===== src/rtl/lat_pkg.sv =====
package lat_pkg;
    // default geometry of one stream's request tracking
    localparam int unsigned LAT_SLOTS_DEF = 8;
    localparam int unsigned LAT_LA_W_DEF  = 3;
endpackage


===== src/rtl/lat_free_pick.sv =====
module lat_free_pick #(
    parameter int unsigned N  = 8,
    parameter int unsigned TW = $clog2(N)
) (
    input  logic [N-1:0]  busy,
    output logic [TW-1:0] pick,
    output logic          any_free
);
    logic [N-1:0] free_v;

    genvar g;
    generate
        for (g = 0; g < N; g++) begin : g_free
            assign free_v[g] = ~busy[g];
        end
    endgenerate

    assign any_free = |free_v;

    // lowest free index wins; zero when nothing is free
    always_comb begin
        pick = '0;
        for (int i = N - 1; i >= 0; i--) begin
            if (free_v[i]) pick = TW'(i);
        end
    end
endmodule


===== src/rtl/lat_need_match.sv =====
module lat_need_match #(
    parameter int unsigned N  = 8,
    parameter int unsigned CW = 4
) (
    input  logic [N-1:0]         busy,
    input  logic [N-1:0][CW-1:0] need,
    input  logic [CW-1:0]        wcnt,
    output logic [N-1:0]         hit,
    output logic                 any_hit
);
    genvar g;
    generate
        for (g = 0; g < N; g++) begin : g_cmp
            assign hit[g] = busy[g] && (need[g] == wcnt);
        end
    endgenerate

    assign any_hit = |hit;
endmodule


===== src/rtl/lat_lookahead_tracker.sv =====
module lat_lookahead_tracker #(
    parameter int unsigned SLOTS = lat_pkg::LAT_SLOTS_DEF,
    parameter int unsigned LA_W  = lat_pkg::LAT_LA_W_DEF,
    localparam int unsigned TW   = $clog2(SLOTS),
    localparam int unsigned CW   = LA_W + 1
) (
    input  logic            clk,
    input  logic            rst_n,
    input  logic            issue_valid,
    input  logic            issue_is_mem,
    input  logic [LA_W-1:0] issue_lookahead,
    input  logic            cpl_valid,
    input  logic [TW-1:0]   cpl_tag,
    output logic            ready,
    output logic [TW-1:0]   alloc_tag
);
    // The word count is kept modulo 2^CW. The stream never runs past a
    // pending need point, which lies at most 2^LA_W words ahead, so a
    // modulo compare cannot alias.
    typedef struct packed {
        logic [SLOTS-1:0]         busy;
        logic [SLOTS-1:0][CW-1:0] need;
        logic [CW-1:0]            wcnt;
    } slots_t;

    slots_t sl_d, sl_q;
    logic   ready_d, ready_q;

    logic [TW-1:0] pick;
    logic          any_free;
    logic [SLOTS-1:0] hit_nx;
    logic          block_nx;
    logic          accept, mem_acc, cpl_hit;

    lat_free_pick #(.N(SLOTS), .TW(TW)) u_pick (
        .busy     (sl_q.busy),
        .pick     (pick),
        .any_free (any_free)
    );

    always_comb begin
        accept  = issue_valid && ready_q;
        mem_acc = accept && issue_is_mem && any_free;
        cpl_hit = cpl_valid && sl_q.busy[cpl_tag];
        sl_d    = sl_q;
        if (accept) sl_d.wcnt = sl_q.wcnt + CW'(1);
        if (cpl_hit) sl_d.busy[cpl_tag] = 1'b0;
        if (mem_acc) begin
            sl_d.busy[pick] = 1'b1;
            sl_d.need[pick] = sl_q.wcnt + CW'(issue_lookahead) + CW'(1);
        end
    end

    // need check on the next state so that ready is a plain register
    lat_need_match #(.N(SLOTS), .CW(CW)) u_match (
        .busy    (sl_d.busy),
        .need    (sl_d.need),
        .wcnt    (sl_d.wcnt),
        .hit     (hit_nx),
        .any_hit (block_nx)
    );

    always_comb begin
        ready_d = !(&sl_d.busy) && !block_nx;
    end

    always_ff @(posedge clk) begin
        if (!rst_n) begin
            sl_q    <= '0;
            ready_q <= 1'b1;
        end else begin
            sl_q    <= sl_d;
            ready_q <= ready_d;
        end
    end

    assign ready     = ready_q;
    assign alloc_tag = pick;


    blocked_issue_ignored_chk: assert property (@(posedge clk) disable iff (!rst_n)
        (issue_valid && !ready_q) |=> $stable(sl_q.wcnt));


    la_zero_block_chk: assert property (@(posedge clk) disable iff (!rst_n)
        (issue_valid && ready_q && issue_is_mem && issue_lookahead == '0) |=> !ready_q);


    full_block_chk: assert property (@(posedge clk) disable iff (!rst_n)
        (&sl_q.busy) |-> !ready_q);


    cpl_free_chk: assert property (@(posedge clk) disable iff (!rst_n)
        (cpl_valid && sl_q.busy[cpl_tag]) |=> !sl_q.busy[$past(cpl_tag)]);


    alloc_take_chk: assert property (@(posedge clk) disable iff (!rst_n)
        (issue_valid && ready_q && issue_is_mem) |=> sl_q.busy[$past(alloc_tag)]);
endmodule


===== config.mk =====
export PLATFORM = sky130hd
export DESIGN_NAME = lat_lookahead_tracker
export DESIGN_NICKNAME = d
export VERILOG_FILES = /design/src/rtl/lat_pkg.sv /design/src/rtl/lat_free_pick.sv /design/src/rtl/lat_need_match.sv /design/src/rtl/lat_lookahead_tracker.sv
export SDC_FILE = /design/constraint.sdc
export NUM_CORES = 1
export LEC_CHECK = 0
export ABC_AREA = 1
export CORE_UTILIZATION = 45
export CTS_BUF_LIST = sky130_fd_sc_hd__clkbuf_4 sky130_fd_sc_hd__clkbuf_8
export CTS_CLUSTER_DIAMETER = 200
export DETAILED_ROUTE_END_ITERATION = 12
export GPL_ROUTABILITY_DRIVEN = 0
export PLACE_DENSITY = 0.64
export SETUP_SLACK_MARGIN = 0.15
export SYNTH_ARGS = -nofsm -noshare
export SYNTH_HDL_FRONTEND = slang
export SYNTH_SLANG_ARGS = --single-unit
export TNS_END_PERCENT = 100

===== constraint.sdc =====
create_clock -name clk -period 2.8 [get_ports clk]
set_input_delay 0.28 -clock clk [delete_from_list [all_inputs] [get_ports clk]]
set_output_delay 0.28 -clock clk [all_outputs]
set_load 0.03 [all_outputs]

==> impl_summary.md, run 1 <==
Status
The run finished with clean final reports.

Route
Dividing the detail-routed wire length by the instance count gives 14.1 um. The first routing iteration left about 210 violations. The routed layout has ~3.1k vias. The number of nets with antenna violations after routing is 0. The ratio of routed vias to standard cells is approximately 5.3. The first detailed-routing pass took 4 iterations.

The post-route DRC violation count is 0. The overall routed net length is approximately 8.3 mm.

Global route
The via count of the first global-routing pass is between 2k and 3k. The initial antenna violation count is 0. Entering global routing, the biggest net connects 45 pins. For this run the aggregate overflow at the end of global routing stands at 0.

The first-pass GRT wire length is roughly 14 mm. The total routing resource utilization after global routing is about a quarter.

STA
In the final timing run, aggregate negative setup slack is 0 ps. Setup repair after global routing left no endpoint under its margin. Based on the critical path, the design can be clocked at up to 406 MHz. For the pin with the worst max-slew slack, the measured transition is between 400 and 500 ps. Dividing the final minimum period by the clock period gives between 80% and 90%.

The normalized max-slew margin is between 60% and 70%. Across all hold checks on the routed design, the worst slack comes to 485 ps. The number of hold-slack violations in the final timing report is 0. The final count of pins violating max slew is 0. The setup skew after layout is 10.8 ps.

The total of endpoints with negative setup slack in the final report is 0. The routed design could run at a clock period as short as ~2500 ps.

Synthesis
Counting every instance in the synthesized netlist gives around 500. The number of nets handed over by synthesis was slightly above 500. Of all flip-flops after synthesis, the portion carrying an async set or reset was 0%. The number of synthesized register bits is 45. The most common flop cell mapped by yosys is sky130_fd_sc_hd__dfxtp_1. The synthesized area is a little over 3000 sq um.

The total number of yosys warnings is 0. The netlist uses 33 different library cells. After synthesis, flip-flops and latches occupy just under 30% of the total area. The post-synthesis average cell area is slightly above 6 sq um. The number of enable flip-flop cells after synthesis is 0.

Pwr
The worst-case IR drop observed on VDD is ~0.00022 V. For this design the static power due to leakage is 1.65 nW. Dividing total power by cell area gives a power density of between 400 and 500 nW/um^2.

CTS
TritonCTS built the clock tree. In this run the number of H-tree levels came out at 2. Clock-pin slew was measured on the worst setup and hold paths at approximately 90 ps. The count of hold buffers inserted by post-cts repair is 0. Clock tree synthesis inserted a total of 5 buffers. The setup fix buffers added after clock tree synthesis is 0. The number of clock sinks seen by CTS is between 40 and 50.

The deepest clock path buffer count is 2. CTS placed an instance of sky130_fd_sc_hd__clkbuf_8 at the clock tree root. Once the clock tree was built, the resizer swapped 0 gates to a different size. The clock latency at the later pin of the worst-skew pair is roughly 300 ps.

Setup path
For the worst setup path, the data arrival time is around 2700 ps. The capturing element type of the critical path is a flop. The worst-case reg-to-reg path depth is 15. The largest driver fanout on the critical path is 5. The register-to-register path setup slack is 360 ps. By startpoint and endpoint, the worst setup path is classified as in -> reg.

For the worst setup path, the data required time is around 3000 ps. The launch point of the worst reg-to-reg path is sl_q[0]. The worst setup path is launched from an input port.

In this run the critical register-to-register path is captured at ready.

Layout
The number of antenna diodes in the final layout is 0. The sequential cell area in the final layout is 901 sq um. The layout filler cell count is 670. Cells with a size suffix above 1 make up approximately a tenth of the layout.

The number of nets in the final layout is approximately 530. The signed area change from the synthesized netlist to the final layout is 11.8%. The area of combinational cells with multiple inputs is ~1900 sq um.

Die
The core outline area is approximately 6500 sq um. The initial cell density of the core is 47.5%. The number of I/O pins is 15. The die is roughly 85 um wide. The overall die height is 84.6 um. The area of the die is ~7200 sq um. The number of placement rows is 29.

Job
The tool flagged a number of max-cap violations equal to 0.

Hold path
The worst hold path stage count is 2. The terminating pin of the worst hold path is sl_q[34]. The path class of the tightest hold or removal check is reg -> reg.

The launch instance of the worst min-delay path is sl_q[34].

Place
The estimated wirelength of the detail-placed design is roughly 6.3 mm. Buffers placed on the I/O ports in this run total 14.
-- synth_stat cells (2+ instances only) --
| master | instances | area, sq um |
|---|---|---|
| sky130_fd_sc_hd__o41ai_1 | 2 | 17.5 |
| sky130_fd_sc_hd__o21ai_1 | 5 | 25.0 |
| sky130_fd_sc_hd__clkinv_1 | 2 | 7.51 |
| sky130_fd_sc_hd__buf_2 | 4 | 20.0 |
| sky130_fd_sc_hd__xor2_2 | 2 | 32.5 |
| sky130_fd_sc_hd__a21oi_1 | 19 | 95.1 |
| sky130_fd_sc_hd__nand3_4 | 4 | 70.1 |
| sky130_fd_sc_hd__nor2_2 | 2 | 12.5 |
| sky130_fd_sc_hd__nand2_1 | 171 | 642 |
| sky130_fd_sc_hd__inv_1 | 56 | 210 |
| sky130_fd_sc_hd__nand3_1 | 54 | 270 |
| sky130_fd_sc_hd__dfxtp_1 | 45 | 901 |
| sky130_fd_sc_hd__nor3_1 | 3 | 15.0 |
| sky130_fd_sc_hd__nand2_2 | 11 | 68.8 |
| sky130_fd_sc_hd__nor2_1 | 50 | 188 |
| sky130_fd_sc_hd__nor2_8 | 3 | 60.1 |
| sky130_fd_sc_hd__inv_2 | 2 | 7.51 |
| sky130_fd_sc_hd__o21ai_0 | 13 | 65.1 |
| sky130_fd_sc_hd__o211ai_1 | 7 | 52.6 |
| sky130_fd_sc_hd__nand4_1 | 13 | 81.3 |
| sky130_fd_sc_hd__clkbuf_1 | 6 | 22.5 |
| sky130_fd_sc_hd__nand2_4 | 4 | 45.0 |
| sky130_fd_sc_hd__nand3b_1 | 2 | 15.0 |
| sky130_fd_sc_hd__ha_1 | 4 | 50.1 |
-- cell families after synthesis --
logic type,count (synthesis),synth area share (%)
xor gates and xnor gates,4,1.63
AOI/OAI and AO/OA,48,8.88
and+or+nand+nor,320,48.9
DFF,45,29.3
buffers and inverters,71,8.97
adders and majority gates,5,2.28
-- per-stage QoR --
stage | util (%) | std cells | instance area [sq um] | setup slack, ps | power [mW]
6_report | 53.2 | 593 | 3430 | 338 | 1.41
5_1_grt | 53.2 | 593 | 3430 | 161 | 1.48
4_1_cts | 53.2 | 593 | 3430 | 342 | 1.42
3_5_place_dp | 51.8 | 585 | 3350 | 23.1 | 1.01
3_3_place_gp | 51.8 | 585 | 3350 | 45.7 | 1.01
2_1_floorplan | - | 493 | 3070 | 688 | 0.896
-- layout by cell type (no fill, tap or decap), types with 12 or more instances in the layout --
| cell | instances |
|---|---|
| sky130_fd_sc_hd__clkdlybuf4s50_1 | 14 |
| sky130_fd_sc_hd__buf_4 | 12 |
| sky130_fd_sc_hd__nand3_1 | 54 |
| sky130_fd_sc_hd__nor2_1 | 50 |
| sky130_fd_sc_hd__inv_1 | 56 |
| sky130_fd_sc_hd__nand2_1 | 171 |
| sky130_fd_sc_hd__dfxtp_1 | 45 |
| sky130_fd_sc_hd__a21oi_1 | 19 |
| sky130_fd_sc_hd__nand4_1 | 13 |
| sky130_fd_sc_hd__o21ai_0 | 13 |
-- report_power, final --
group	internal (mW)	switching (mW)	leakage, nW
Clock	0.183	0.224	0.0484
Sequential	0.656	0.0118	0.364
Combinational	0.112	0.222	1.23
Total	0.950	0.458	1.65
-- worst max path at each step --
stage | to | from | cells past startpoint | slack (ps)
floorplan | ready | sl_q[0] | 15 | 690
CTS | ready | issue_lookahead[0] | 16 | 340
global route | ready | issue_lookahead[0] | 16 | 160
global placement | ready | issue_lookahead[0] | 15 | 50
finish | ready | issue_lookahead[0] | 16 | 340
detailed placement | ready | issue_lookahead[0] | 16 | 20
-- final cells by class --
cell class | instances | area share [%]
Multi-Input combinational cell | 377 | 55.2
Sequential cell | 45 | 26.2
Timing Repair Buffer | 26 | 6.71
Inverter | 60 | 6.56
Tap cell | 77 | 2.81
Clock buffer | 6 | 2.22
Clock inverter | 2 | 0.292
-- critical path, stage by stage --
cell	delay, ps
sky130_fd_sc_hd__clkdlybuf4s50_1	450
sky130_fd_sc_hd__inv_1	40
sky130_fd_sc_hd__ha_1	220
sky130_fd_sc_hd__fa_1	390
sky130_fd_sc_hd__xnor2_1	310
sky130_fd_sc_hd__inv_1	190
sky130_fd_sc_hd__nand4_1	150
sky130_fd_sc_hd__nand2_1	80
sky130_fd_sc_hd__nand2_1	60
sky130_fd_sc_hd__nand2_1	60
sky130_fd_sc_hd__nor2_1	80
sky130_fd_sc_hd__nand3_1	120
sky130_fd_sc_hd__nand2_1	80
sky130_fd_sc_hd__nor2_1	40
sky130_fd_sc_hd__nand3_1	70
sky130_fd_sc_hd__nand2_1	40
-- state kept, by name, indices dropped and copies added, names as in the netlist --
| register | count |
|---|---|
| sl_q | 44 |
| ready | 1 |
-- layer usage --
metal	track usage (%)	share of wire, %	vias up
li1	-	-	1627
met1	33.3	47	1411
met2	41.1	46	68
met3	3.24	4.6	19
met4	10.5	2.9	0
met5	0	0	-
Power figures use the tool's default switching activity.
==> inputs of run 2 (changes only) <==
--- a/config.mk
+++ b/config.mk
@@ -12,7 +12,7 @@
 export DETAILED_ROUTE_END_ITERATION = 12
 export GPL_ROUTABILITY_DRIVEN = 0
 export PLACE_DENSITY = 0.64
-export SETUP_SLACK_MARGIN = 0.15
+export SETUP_SLACK_MARGIN = 0.2
 export SYNTH_ARGS = -nofsm -noshare
 export SYNTH_HDL_FRONTEND = slang
 export SYNTH_SLANG_ARGS = --single-unit
==> impl_summary.md, run 2 (same netlist as run 1, synthesis figures left out) <==
STA
The setup skew after layout is 9.85 ps (-0.987 ps). The transition time of the tightest slew-check pin is 471 ps (-2.70 ps). The clock period minus final worst setup slack was 2390 ps (-70.0 ps). The part of the cycle the worst path needs came to 85.4% (-2.5 points). The final count of pins violating max slew was 0 (unchanged). The number of hold-slack violations in the final timing report came to 0 (unchanged).

The highest clock frequency the design can meet is 418 MHz (+2.9%). Setup repair after global routing left no endpoint under its margin. The smallest setup slack after layout is 408 ps (+70.0 ps). The total of endpoints with negative setup slack in the final report came to 0 (unchanged). The final worst hold slack came to 484 ps (-0.430 ps). The accumulated negative setup slack is 0 ps (unchanged). The normalized max-slew margin is 68.6% (+0.18 points).

CTS
The number of clock sinks seen by CTS is 45 (unchanged). The setup fix buffers added after clock tree synthesis came to 0 (unchanged). The level count of the clock H-tree was 2 (unchanged).

The number of clock buffers inserted by TritonCTS came to 5 (unchanged). The clock latency at the later pin of the worst-skew pair is 300 ps (about the same). TritonCTS built the clock tree. The post-CTS clock slew at the launch and capture registers of the worst setup and hold paths is 90 ps (about the same). The clock root buffer is sky130_fd_sc_hd__clkbuf_8.

The count of hold buffers inserted by post-cts repair was 0 (unchanged). The count of instances resized after the clock tree is built is 0 (unchanged). The deepest clock path buffer count is 2 (unchanged).

Status
The run finished with clean final reports.

Setup path
The most critical setup path has its startpoint at issue_lookahead[0]. The critical path's largest stage delay is 450 ps (about the same). The worst setup path is captured at a flop. The total buffers and inverters traversed by the critical path came to 3 (unchanged). The worst setup path is of the in -> reg kind. The family of cells with the greatest summed delay on the critical path is simple AND/OR/NAND/NOR gates.

The signal on the critical path passes through clkdlybuf4s50_1, inv_1, ha_1, fa_1, xnor2_2, inv_1, nand4_1, nand2_1, nand2_1, nand2_1, nor2_1, nand3_1, nand2_1, nor2_1, nand3_1, nand2_1. The launch point of the worst reg-to-reg path is sl_q[0]. The slowest stage of the critical path is the sky130_fd_sc_hd__clkdlybuf4s50_1 cell. STA classifies the critical path startpoint as an input port. The data arrival time of the critical path was 2590 ps (-70 ps). The largest driver fanout on the critical path is 5 (unchanged). The critical path required time is 3000 ps (about the same). The most numerous cell type found on the critical path is sky130_fd_sc_hd__nand2_1.

Layout
The layout filler cell count is 670 (unchanged). The top cell types in the final layout, fill and taps aside, are sky130_fd_sc_hd__nand2_1, sky130_fd_sc_hd__inv_1, sky130_fd_sc_hd__nand3_1. The diode insertion count for antenna repair is 0 (unchanged). The number of flip-flops under the largest register name is 44 (unchanged). Leaving out fill and tap cells, the most frequent cell in the layout is sky130_fd_sc_hd__nand2_1. The final cell utilization of the core is 53.3% (+0.12 points). The number of nets in the final layout was 531 (unchanged). The register with the most flip-flops is sl_q. The share of final-layout standard cells stronger than drive strength 1 is 10.3% (+0.19 points). The area growth from synthesis to layout is 12.1%.

Global route
The largest net degree at the start of global routing is 45 (unchanged). The initial antenna violation count is 0 (unchanged). The via count of the first global-routing pass came to 2,934 (unchanged).

The total grt overflow was 0 (unchanged). The first-pass GRT wire length is 14.1 mm (unchanged). The total routing resource utilization after global routing is 25.1% (unchanged).

Route
The post-route DRC violation count was 0 (unchanged). The number of nets with antenna violations after routing is 0 (unchanged). The ratio of routed vias to standard cells was 5.27 (about the same). The overall routed net length is 8.37 mm (+0.40%). The routed wire length per instance came to 14.1 um (+0.40%). The number of vias after detailed routing is 3,126 (+0.032%). The number of detailed-route iterations in the first pass is 4 (unchanged).

The number of design-rule violations left by the first detailed-router iteration is 224 (+4.7%).

Die
The number of placement rows is 29 (unchanged). The number of I/O pins is 15 (unchanged). The overall die height is 84.6 um (unchanged).

The horizontal die dimension is 84.6 um (unchanged). The core outline area came to 6460 sq um (unchanged). The area of the die is 7160 sq um (unchanged). The initial cell density of the core is 47.5% (unchanged).

Pwr
The total power is 1.41 mW (+0.34%). The highest ir drop seen on vdd is 0.000219 V (about the same). The static leakage is 1.65 nW (+0.36%).

The power per cell area is 411 nW/um^2 (+0.12%).

Place
The estimated wirelength of the detail-placed design is 6.28 mm (unchanged). The number of port buffers is 14 (unchanged). The post-placement setup slack is 23.1 ps (unchanged).

Hold path
The path class of the tightest hold or removal check is reg -> reg. The startpoint identified for the worst hold timing path is sl_q[34].

Job
The number of max-cap violations is 0 (unchanged).
run 2: cell counts in the layout (fill, tap and decap cells not counted):
Identical to the previous run, type by type.
run 2: cell type report:
type	count	area, sq um	area share [%]
Multi-Input combinational cell	377	1900	55.3
Sequential cell	45	901	26.2
Timing Repair Buffer	26	230	6.69
Inverter	60	225	6.55
Tap cell	77	96.3	2.80
Clock buffer	6	76.3	2.22
Clock inverter	2	10.0	0.291
run 2: power by group:
part	switching (mW)	leakage (nW)	internal (mW)
registers	0.0119	0.364	0.656
clock network	0.226	0.0484	0.183
logic	0.223	1.24	0.114
total	0.461	1.65	0.952
run 2: path summary, 6_finish.rpt:
check / slack, ps / end / cells past startpoint
worst max register to register: 430 / ready / 15
worst min-delay path: 480 / sl_q[34] / 2
worst min register to register: 480 / sl_q[34] / 2
worst max-delay path: 410 / ready / 16
run 2: metrics by stage:
step	cell area, sq um	cells
after floorplan	3070	493
after detailed placement	3350	585
final	3440	593
after CTS	3430	593
after global routing	3440	593
after global placement	3350	585
run 2: routing by layer:
layer  wire length (um)  GRT usage (%)  share of wire, %
met5                  0              0                 0
met2               3800           41.1                45
met3                354           3.24               4.2
met4                238           10.5               2.8
met1               3980           33.3                48
run 2: worst min-delay path: stages (launching register included):
cell                      delay (ps)
sky130_fd_sc_hd__dfxtp_1         320
sky130_fd_sc_hd__nand2_2          70
sky130_fd_sc_hd__a21oi_1          50
